File: src/rtl/pack_simd_pkg.sv
package pack_simd_pkg;
  localparam int OP_W   = 5;
  localparam int FUNC_W = 3;
  localparam int KIND_W = 2;

  typedef enum logic [FUNC_W-1:0] {
    FN_ADD8  = 3'd0,
    FN_SUB8  = 3'd1,
    FN_ADD16 = 3'd2,
    FN_SUB16 = 3'd3,
    FN_AHSL  = 3'd4,
    FN_SHAL  = 3'd5,
    FN_SEL   = 3'd6,
    FN_SELB  = 3'd7
  } func_e;

  // kind[0] = unsigned, kind[1] = saturate
  typedef logic [KIND_W-1:0] kind_t;
endpackage

File: src/rtl/simd_lane.sv
module simd_lane #(
  parameter int W = 8
) (
  input  logic [W-1:0] a,
  input  logic [W-1:0] b,
  input  logic         sub,
  input  logic         sgn,
  input  logic         sat,
  output logic [W-1:0] res,
  output logic         ge
);
  localparam logic [W-1:0] SMAX = {1'b0, {(W-1){1'b1}}};
  localparam logic [W-1:0] SMIN = {1'b1, {(W-1){1'b0}}};

  logic [W:0] ea, eb, full;
  logic       s_ovf;

  always_comb begin
    ea   = {sgn & a[W-1], a};
    eb   = {sgn & b[W-1], b};
    full = sub ? (ea - eb) : (ea + eb);
    s_ovf = full[W] ^ full[W-1];
    // signed: non-negative exact result; unsigned add: carry; unsigned sub: no borrow
    if (sgn || sub) ge = ~full[W];
    else            ge = full[W];
    res = full[W-1:0];
    if (sat) begin
      if (sgn) begin
        if (s_ovf) res = full[W] ? SMIN : SMAX;
      end else if (full[W]) begin
        res = sub ? '0 : '1;
      end
    end
  end
endmodule

File: src/rtl/simd_bytesel.sv
module simd_bytesel #(
  parameter int LANES = 4,
  parameter int BW    = 8
) (
  input  logic [LANES*BW-1:0] a,
  input  logic [LANES*BW-1:0] b,
  input  logic [LANES-1:0]    pick_a,
  output logic [LANES*BW-1:0] y
);
  for (genvar i = 0; i < LANES; i++) begin : g_sel
    assign y[i*BW +: BW] = pick_a[i] ? a[i*BW +: BW] : b[i*BW +: BW];
  end
endmodule

File: src/rtl/pack_simd_alu.sv
module pack_simd_alu
  import pack_simd_pkg::*;
#(
  parameter int DATA_W = 32,
  parameter int BYTE_W = 8
) (
  input  logic              clk,
  input  logic              rst,
  input  logic              in_valid,
  input  logic [OP_W-1:0]   op,
  input  logic [DATA_W-1:0] opa,
  input  logic [DATA_W-1:0] opb,
  output logic              out_valid,
  output logic [DATA_W-1:0] result,
  output logic [DATA_W/BYTE_W-1:0] ge_flags
);
  localparam int NB     = DATA_W / BYTE_W;
  localparam int HALF_W = 2 * BYTE_W;
  localparam int NH     = DATA_W / HALF_W;
  localparam int BPH    = HALF_W / BYTE_W;

  func_e       fn;
  kind_t       kind;
  logic        sgn, sat, swap;
  logic [DATA_W-1:0] b_res, h_res, s_res, nxt_res;
  logic [NB-1:0]     b_ge, h_ge_wide, nxt_ge;
  logic [NH-1:0]     h_ge;
  logic              ge_we;

  assign fn   = func_e'(op[OP_W-1:KIND_W]);
  assign kind = op[KIND_W-1:0];
  assign sgn  = ~kind[0];
  assign sat  = kind[1];
  assign swap = (fn == FN_AHSL) || (fn == FN_SHAL);

  for (genvar i = 0; i < NB; i++) begin : g_byte
    simd_lane #(.W(BYTE_W)) u_lane (
      .a   (opa[i*BYTE_W +: BYTE_W]),
      .b   (opb[i*BYTE_W +: BYTE_W]),
      .sub (fn == FN_SUB8),
      .sgn (sgn),
      .sat (sat),
      .res (b_res[i*BYTE_W +: BYTE_W]),
      .ge  (b_ge[i])
    );
  end

  for (genvar h = 0; h < NH; h++) begin : g_half
    logic [HALF_W-1:0] hb;
    logic              hsub;
    assign hb   = swap ? opb[(NH-1-h)*HALF_W +: HALF_W] : opb[h*HALF_W +: HALF_W];
    assign hsub = (fn == FN_SUB16) ||
                  ((fn == FN_AHSL) && (h == 0)) ||
                  ((fn == FN_SHAL) && (h != 0));
    simd_lane #(.W(HALF_W)) u_lane (
      .a   (opa[h*HALF_W +: HALF_W]),
      .b   (hb),
      .sub (hsub),
      .sgn (sgn),
      .sat (sat),
      .res (h_res[h*HALF_W +: HALF_W]),
      .ge  (h_ge[h])
    );
    assign h_ge_wide[h*BPH +: BPH] = {BPH{h_ge[h]}};
  end

  simd_bytesel #(.LANES(NB), .BW(BYTE_W)) u_sel (
    .a      (opa),
    .b      (opb),
    .pick_a (ge_flags),
    .y      (s_res)
  );

  always_comb begin
    nxt_res = s_res;
    nxt_ge  = b_ge;
    ge_we   = 1'b0;
    unique case (fn)
      FN_ADD8, FN_SUB8: begin
        nxt_res = b_res;
        nxt_ge  = b_ge;
        ge_we   = ~sat;
      end
      FN_ADD16, FN_SUB16, FN_AHSL, FN_SHAL: begin
        nxt_res = h_res;
        nxt_ge  = h_ge_wide;
        ge_we   = ~sat;
      end
      default: begin
        nxt_res = s_res;
        ge_we   = 1'b0;
      end
    endcase
  end

  always_ff @(posedge clk) begin
    if (rst) begin
      out_valid <= 1'b0;
      result    <= '0;
      ge_flags  <= '0;
    end else begin
      out_valid <= in_valid;
      if (in_valid) begin
        result <= nxt_res;
        if (ge_we) ge_flags <= nxt_ge;
      end
    end
  end
endmodule

File: config.mk
export PLATFORM = sky130hd
export DESIGN_NAME = pack_simd_alu
export DESIGN_NICKNAME = d
export VERILOG_FILES = /design/src/rtl/pack_simd_pkg.sv /design/src/rtl/simd_lane.sv /design/src/rtl/simd_bytesel.sv /design/src/rtl/pack_simd_alu.sv
export SDC_FILE = /design/constraint.sdc
export NUM_CORES = 1
export LEC_CHECK = 0
export BUFFER_PORTS_ARGS = -buffer_cell sky130_fd_sc_hd__buf_2
export CAP_MARGIN = 20
export CELL_PAD_IN_SITES_DETAIL_PLACEMENT = 1
export CELL_PAD_IN_SITES_GLOBAL_PLACEMENT = 2
export CORE_ASPECT_RATIO = 1.5
export CORE_MARGIN = 1.5
export CORE_UTILIZATION = 37
export CTS_BUF_LIST = sky130_fd_sc_hd__clkbuf_4
export CTS_CLUSTER_DIAMETER = 50
export DETAILED_ROUTE_END_ITERATION = 10
export PLACE_DENSITY_LB_ADDON = 0.05
export REMOVE_ABC_BUFFERS = 1
export SYNTH_ARGS = -nofsm -noshare
export SYNTH_HDL_FRONTEND = slang
export SYNTH_SLANG_ARGS = --single-unit
File: constraint.sdc
create_clock -name clk -period 17.3 [get_ports clk]
set_input_delay 1.73 -clock clk [delete_from_list [all_inputs] [get_ports clk]]
set_output_delay 1.73 -clock clk [all_outputs]
set_load 0.005 [all_outputs]
# Word-level counts from Yosys, hierarchy flattened
# Cells that the tools add are included.
# W data, S select, Z words.
# totals
register_bits	37
in_bits	72
output_inout_bits	37
# classes
add_sub_neg	12
eq_ne	5
muxes	54
n_bitwise	24
n_reduce_logical	11
# op_table
op	n
$mux W16	14
$mux W8	25
$pmux W32 S2	1
$add A9 B9 Y9	4
$mux W9	4
$sub A9 B9 Y9	4
$add A17 B17 Y17	2
$mux W17	2
$sub A17 B17 Y17	2
$and A1 B1 Y1	10
$not A1 Y1	8
$mux W1	7
$eq A3 B2 Y1 const B	2
$eq A3 B3 Y1 const B	2
$logic_or A1 B1 Y1	6
$reduce_or A6 Y1	1
$xor A1 B1 Y1	6
$mux W4	1
$reduce_or A4 Y1	1
$eq A3 B1 Y1 const B	1
$logic_not A3 Y1	1
$reduce_and A2 Y1	1
$reduce_or A2 Y1	1

# Depth between registers and ports, before layout
# depth
word_depth	11
depth_mapped	30
ltp_nobuf	24

# By module
# From an unflattened synthesis, not the netlist that was laid out.
# unflattened
hier_cells	1060
hier_area_um2	8546.9
# modules_own_cells
module	n_inst	cells_each	area_each_um2
simd_lane (g_byte[0].u_lane ...)	4	102	750.7
simd_lane (g_half[0].u_lane ...)	2	198	1466.4
pack_simd_alu	1	220	2085.8
simd_bytesel	1	36	525.5

# Worst setup path before layout
# OpenSTA, ideal clock, no wires.
# synth_path
path_type	input to register
from	input op[3]
to	register result[6]
arrival_ps	7193
required_ps	17175
path_slack_ps	9982
path_stages	28
path_buffers	7
path_cell_list	inv_1 ha_1 buf_4 buf_4 clkbuf_1 buf_1 o21a_1 ha_1 nor4b_2 nor2_1 nor3_1 nor2_1 xor2_1 ha_1 a21o_1 a21o_1 a21o_1 a21o_1 a211o_1 and2_1 buf_6 buf_2 ha_1 clkbuf_1 nand2_1 nor2_1 or4_1 o2bb2ai_1
# synth_via
elab_chain_len	11
word_cells_on_any_way	31
classes_between	2 x add/sub; 5 x eq/ne; 16 x mux; 3 x bitwise; 5 x reduce/logical
# synth_rtl
item	line	text
start: declaration	pack_simd_alu.sv:10	input logic [OP_W-1:0] op,
$eq A3 B3 Y1, on equally long branches	pack_simd_alu.sv:34, pack_simd_alu.sv:53, pack_simd_alu.sv:78	
$logic_or A1 B1 Y1	pack_simd_alu.sv:34	assign swap = (fn == FN_AHSL) || (fn == FN_SHAL);
$mux W16	pack_simd_alu.sv:51	assign hb = swap ? opb[(NH-1-h)*HALF_W +: HALF_W] : opb[h*HALF_W +: HALF_W];
$and A1 B1 Y1	simd_lane.sv:20	eb = {sgn & b[W-1], b};
$add A17 B17 Y17 or $sub A17 B17 Y17 (tied branches)	simd_lane.sv:21	full = sub ? (ea - eb) : (ea + eb);
$mux W17	simd_lane.sv:21	
$mux W16 or $xor A1 B1 Y1 (tied branches)	simd_lane.sv:29, simd_lane.sv:22	
$mux W16	simd_lane.sv:29	if (s_ovf) res = full[W] ? SMIN : SMAX;
$mux W16	simd_lane.sv:28	if (sgn) begin
$mux W16	simd_lane.sv:27	if (sat) begin
$pmux W32 S2 *	pack_simd_alu.sv:78	unique case (fn)
end signal: assignment	pack_simd_alu.sv:104	result <= nxt_res;
end: declaration	pack_simd_alu.sv:14	output logic [DATA_W-1:0] result,
# Every way passes the cells marked *; elsewhere a longest branch is shown, timed or not.
# A chain may end at the register's enable or synchronous reset.

# Final worst setup path
# layout_path
from	input op[3]
to	register result[2]
# The elaborated chain is that of the path after synthesis.

==> metrics.yaml <==
outcome:
  status: "complete, no violations"
placed_design:
  hpwl_um: 29100
  dp.cells: 1523
  gp_congestion: 0.864
  io_buffers: 108
setup_path:
  end_kind: "flop"
  critPathArrivalTime_ns: 7.56
  critPathSlowestCell: "and2_1"
  critPathTopFamily: "compound AO/OA/AOI/OAI gates"
  slowest_delay_ns: 0.56
  path_buf_inv: 3
  critPathLaunchType: "input port"
  cp.required_ns: 17.59
  crit_top_cell: "a21o_1"
  crit_chain: "buf_2 > inv_1 > ha_1 > buf_4 > mux2i_1 > ha_1 > nor4b_2 > nor2_1 > nor3_1 > nor2_1 > xor2_1 > ha_1 > a21o_1 > a21o_1 > a21o_1 > a21o_1 > o211ai_1 > and2_1 > ha_1 > nand2_1 > a21o_1 > a21oi_1 > a211o_1 > o2bb2ai_1"
  cp_max_fo: 38
  crit_type: "input port to flop"
timing:
  post-route-min-period_ns: 7.27
  final_hold_viol_count: 0
  rsz0062_at_grt: "false"
  skew_ns: 0.0236
  worst_pin_slew_ns: 1.13
  finalSetupTns_ns: 0
  setup_viol: 0
  fin_crit_sh: 0.420
  maxSlewViolCount: 0
  timing.fmax_mhz: 138
  max_slew_margin: 0.244
min_path:
  hold_path_class: "flop to flop"
power:
  power_frac_comb: 0.729
  power_switching_uw: 348
  p_seq_frac: 0.161
  netSwitchingFraction: 0.520
  leakage_nw: 3.95
  power_density_nw_per_um2: 72.1
  clockPowerShare: 0.109
  p_int_uw: 322
  ir_drop_uv: 30.8
floorplan:
  num_io_pins: 109
  row_count: 67
  die_y_um: 189
  dieWidth_um: 127
  coreArea_um2: 22500
  initial_core_util: 0.380
  die_area_um2: 24000
clock_network:
  tritoncts: "done"
  cts_buffer_depth: 2
  cts_buffers: 5
  worstSkewPairLatency_ns: 0.42
  path_clk_slew_ns: 0.15
  cts_resized: 0
  ctsHoldBuffers: 0
  h-tree-depth: 2
  cts_setup_buffers: 0
  cts_root_buf: "clkbuf_4"
  cts.sinks: 37
synthesis:
  synth-edff-count: 0
  syn_inst: 1201
  synth_ff_type: "dfxtp_1"
  netlist_area_um2: 8530
  synth_area_leaders: "ha_1, dfxtp_1, xnor2_1"
  seq_area_frac_synth: 0.0868
  netlist_top_cells_count: "nor2_1, a21oi_1, ha_1, nand2_1, o21ai_0"
  synth_top_area_share: 0.120
  post-synth-top-count-cell: "nor2_1"
  yosysTopAreaCell: "ha_1"
  ys_async_sr_fraction: 0
  syn_area_per_cell_um2: 7.10
  ys_warn_count: 0
  ys_ff_latch: 37
  synth_cell_type_count: 80
final_layout:
  multiInputGateArea_um2: 7270
  ff_latch_area_um2: 741
  drive_gt1_frac: 0.131
  n_fill_cell: 2947
  final_cells: 1533
  area_growth_pct: 8.93
  nets: 1414
drt:
  postRouteAntennaNets: 0
  drt-pass1-iter-count: 7
  drc: 0
  drt_iter0_markers: 450
  wl_per_cell_um: 24.3
  routed_wl_um: 37200
  via_per_inst: 6.18
  vias: 9478
global_routing:
  grt.overflow.total: 0
  grtUsageTotal: 0.308
  grt_pass1_vias: 9591
  antenna_found_initial: 2
  grt_pass1_wl_um: 56500
  grt_max_degree: 44
run:
  drv_cap: 0
## state kept, by name (all words and copies together), names as in the netlist
register,flops
out_valid,1
result,32
ge_flags,4
## final cells by class
class / instances / share of cell area
clock buffer: 6 / 0.00485
multi-input combinational: 1033 / 0.782
tap: 276 / 0.0372
timing repair buffer: 121 / 0.0695
clock inverter: 2 / 0.00364
antenna: 2 / 0.000539
sequential: 37 / 0.0797
inverter: 56 / 0.0226
## path summary, 6_finish.rpt
check,slack (ns),cells past startpoint,end,from
worst min register to register,0.57,2,result[8]$_SDFFE_PP0P_,result[8]$_SDFFE_PP0P_
worst min-delay path,0.57,2,result[8]$_SDFFE_PP0P_,result[8]$_SDFFE_PP0P_
worst max-delay path,10.03,24,result[2]$_SDFFE_PP0P_,op[3]
worst max register to register,15.41,3,result[6]$_SDFFE_PP0P_,ge_flags[0]$_SDFFE_PP0P_
## cell families after synthesis
| group | after synthesis | share of synthesized area |
|---|---|---|
| AOI/OAI and AO/OA | 396 | 0.309 |
| and+or+nand+nor | 373 | 0.214 |
| buffers and inverters | 131 | 0.0620 |
| xor gates and xnor gates | 103 | 0.106 |
| adders and majority gates | 91 | 0.138 |
| muxes | 70 | 0.0845 |
| DFF | 37 | 0.0868 |
## stage by stage
step / instance area, µm² / setup WS, ns / hold slack (ns) / utilization / total power [mW]
6_report: 9290 / 10.03 / 0.568 / 0.414 / 0.670
5_1_grt: 9290 / 9.64 / 0.610 / 0.413 / 0.726
4_1_cts: 9290 / 10.12 / 0.569 / 0.413 / 0.669
3_5_place_dp: 9210 / 9.71 / 0.550 / 0.410 / 0.592
3_3_place_gp: 9190 / 9.89 / 0.547 / 0.409 / 0.587
2_1_floorplan: 8210 / 10.16 / 0.537 / - / 0.442
## cells in the final DEF, fill, tap and decap left out, drive strengths merged, types with 7 or more instances in the layout
cell type  netlist  layout
o31ai           14      14
xnor2           65      65
a21oi           91      91
nor2           124     124
ha              82      82
a211oi          14      14
nand3           31      31
dfxtp           37      37
xor2            38      38
nor4             9       9
a21o            20      20
buf             25     121
o21a            15      15
o2bb2ai          7       7
o21bai           7       7
and3             8       8
o21ai           84      84
mux2            16      16
nand2           82      82
nor3            34      34
mux2i           54      54
nor2b           25      25
o22ai            9       9
o221ai          13      13
inv             56      56
a222oi           8       8
a31oi           32      32
or3              9       9
a211o           12      12
o211ai          15      15
nand2b          14      14
or2              7       7
## worst register-to-register path, stage by stage, from the launching register on
cell and delay [ns]:
dfxtp_1 0.75, mux2_2 0.41, a222oi_1 0.46, o2bb2ai_1 0.13
## metal layers
metal | vias to the layer above | share of wire | global-route usage | routed length, µm
met5 | - | 0 | 0 | 0
met4 | 0 | 0.042 | 0.136 | 1580
met3 | 72 | 0.034 | 0.0336 | 1270
met2 | 213 | 0.51 | 0.562 | 19000
met1 | 4662 | 0.41 | 0.359 | 15400
li1 | 4531 | - | - | -
## power by group through the flow
stage	Clock, mW	Combinational (mW)	Sequential (mW)
finish	0.0732	0.488	0.108
global route	0.0781	0.538	0.109
CTS	0.0749	0.486	0.108
detailed placement	0	0.482	0.110
global placement	0	0.477	0.110
floorplan	0	0.335	0.107
(Power assumes the default switching activity.)
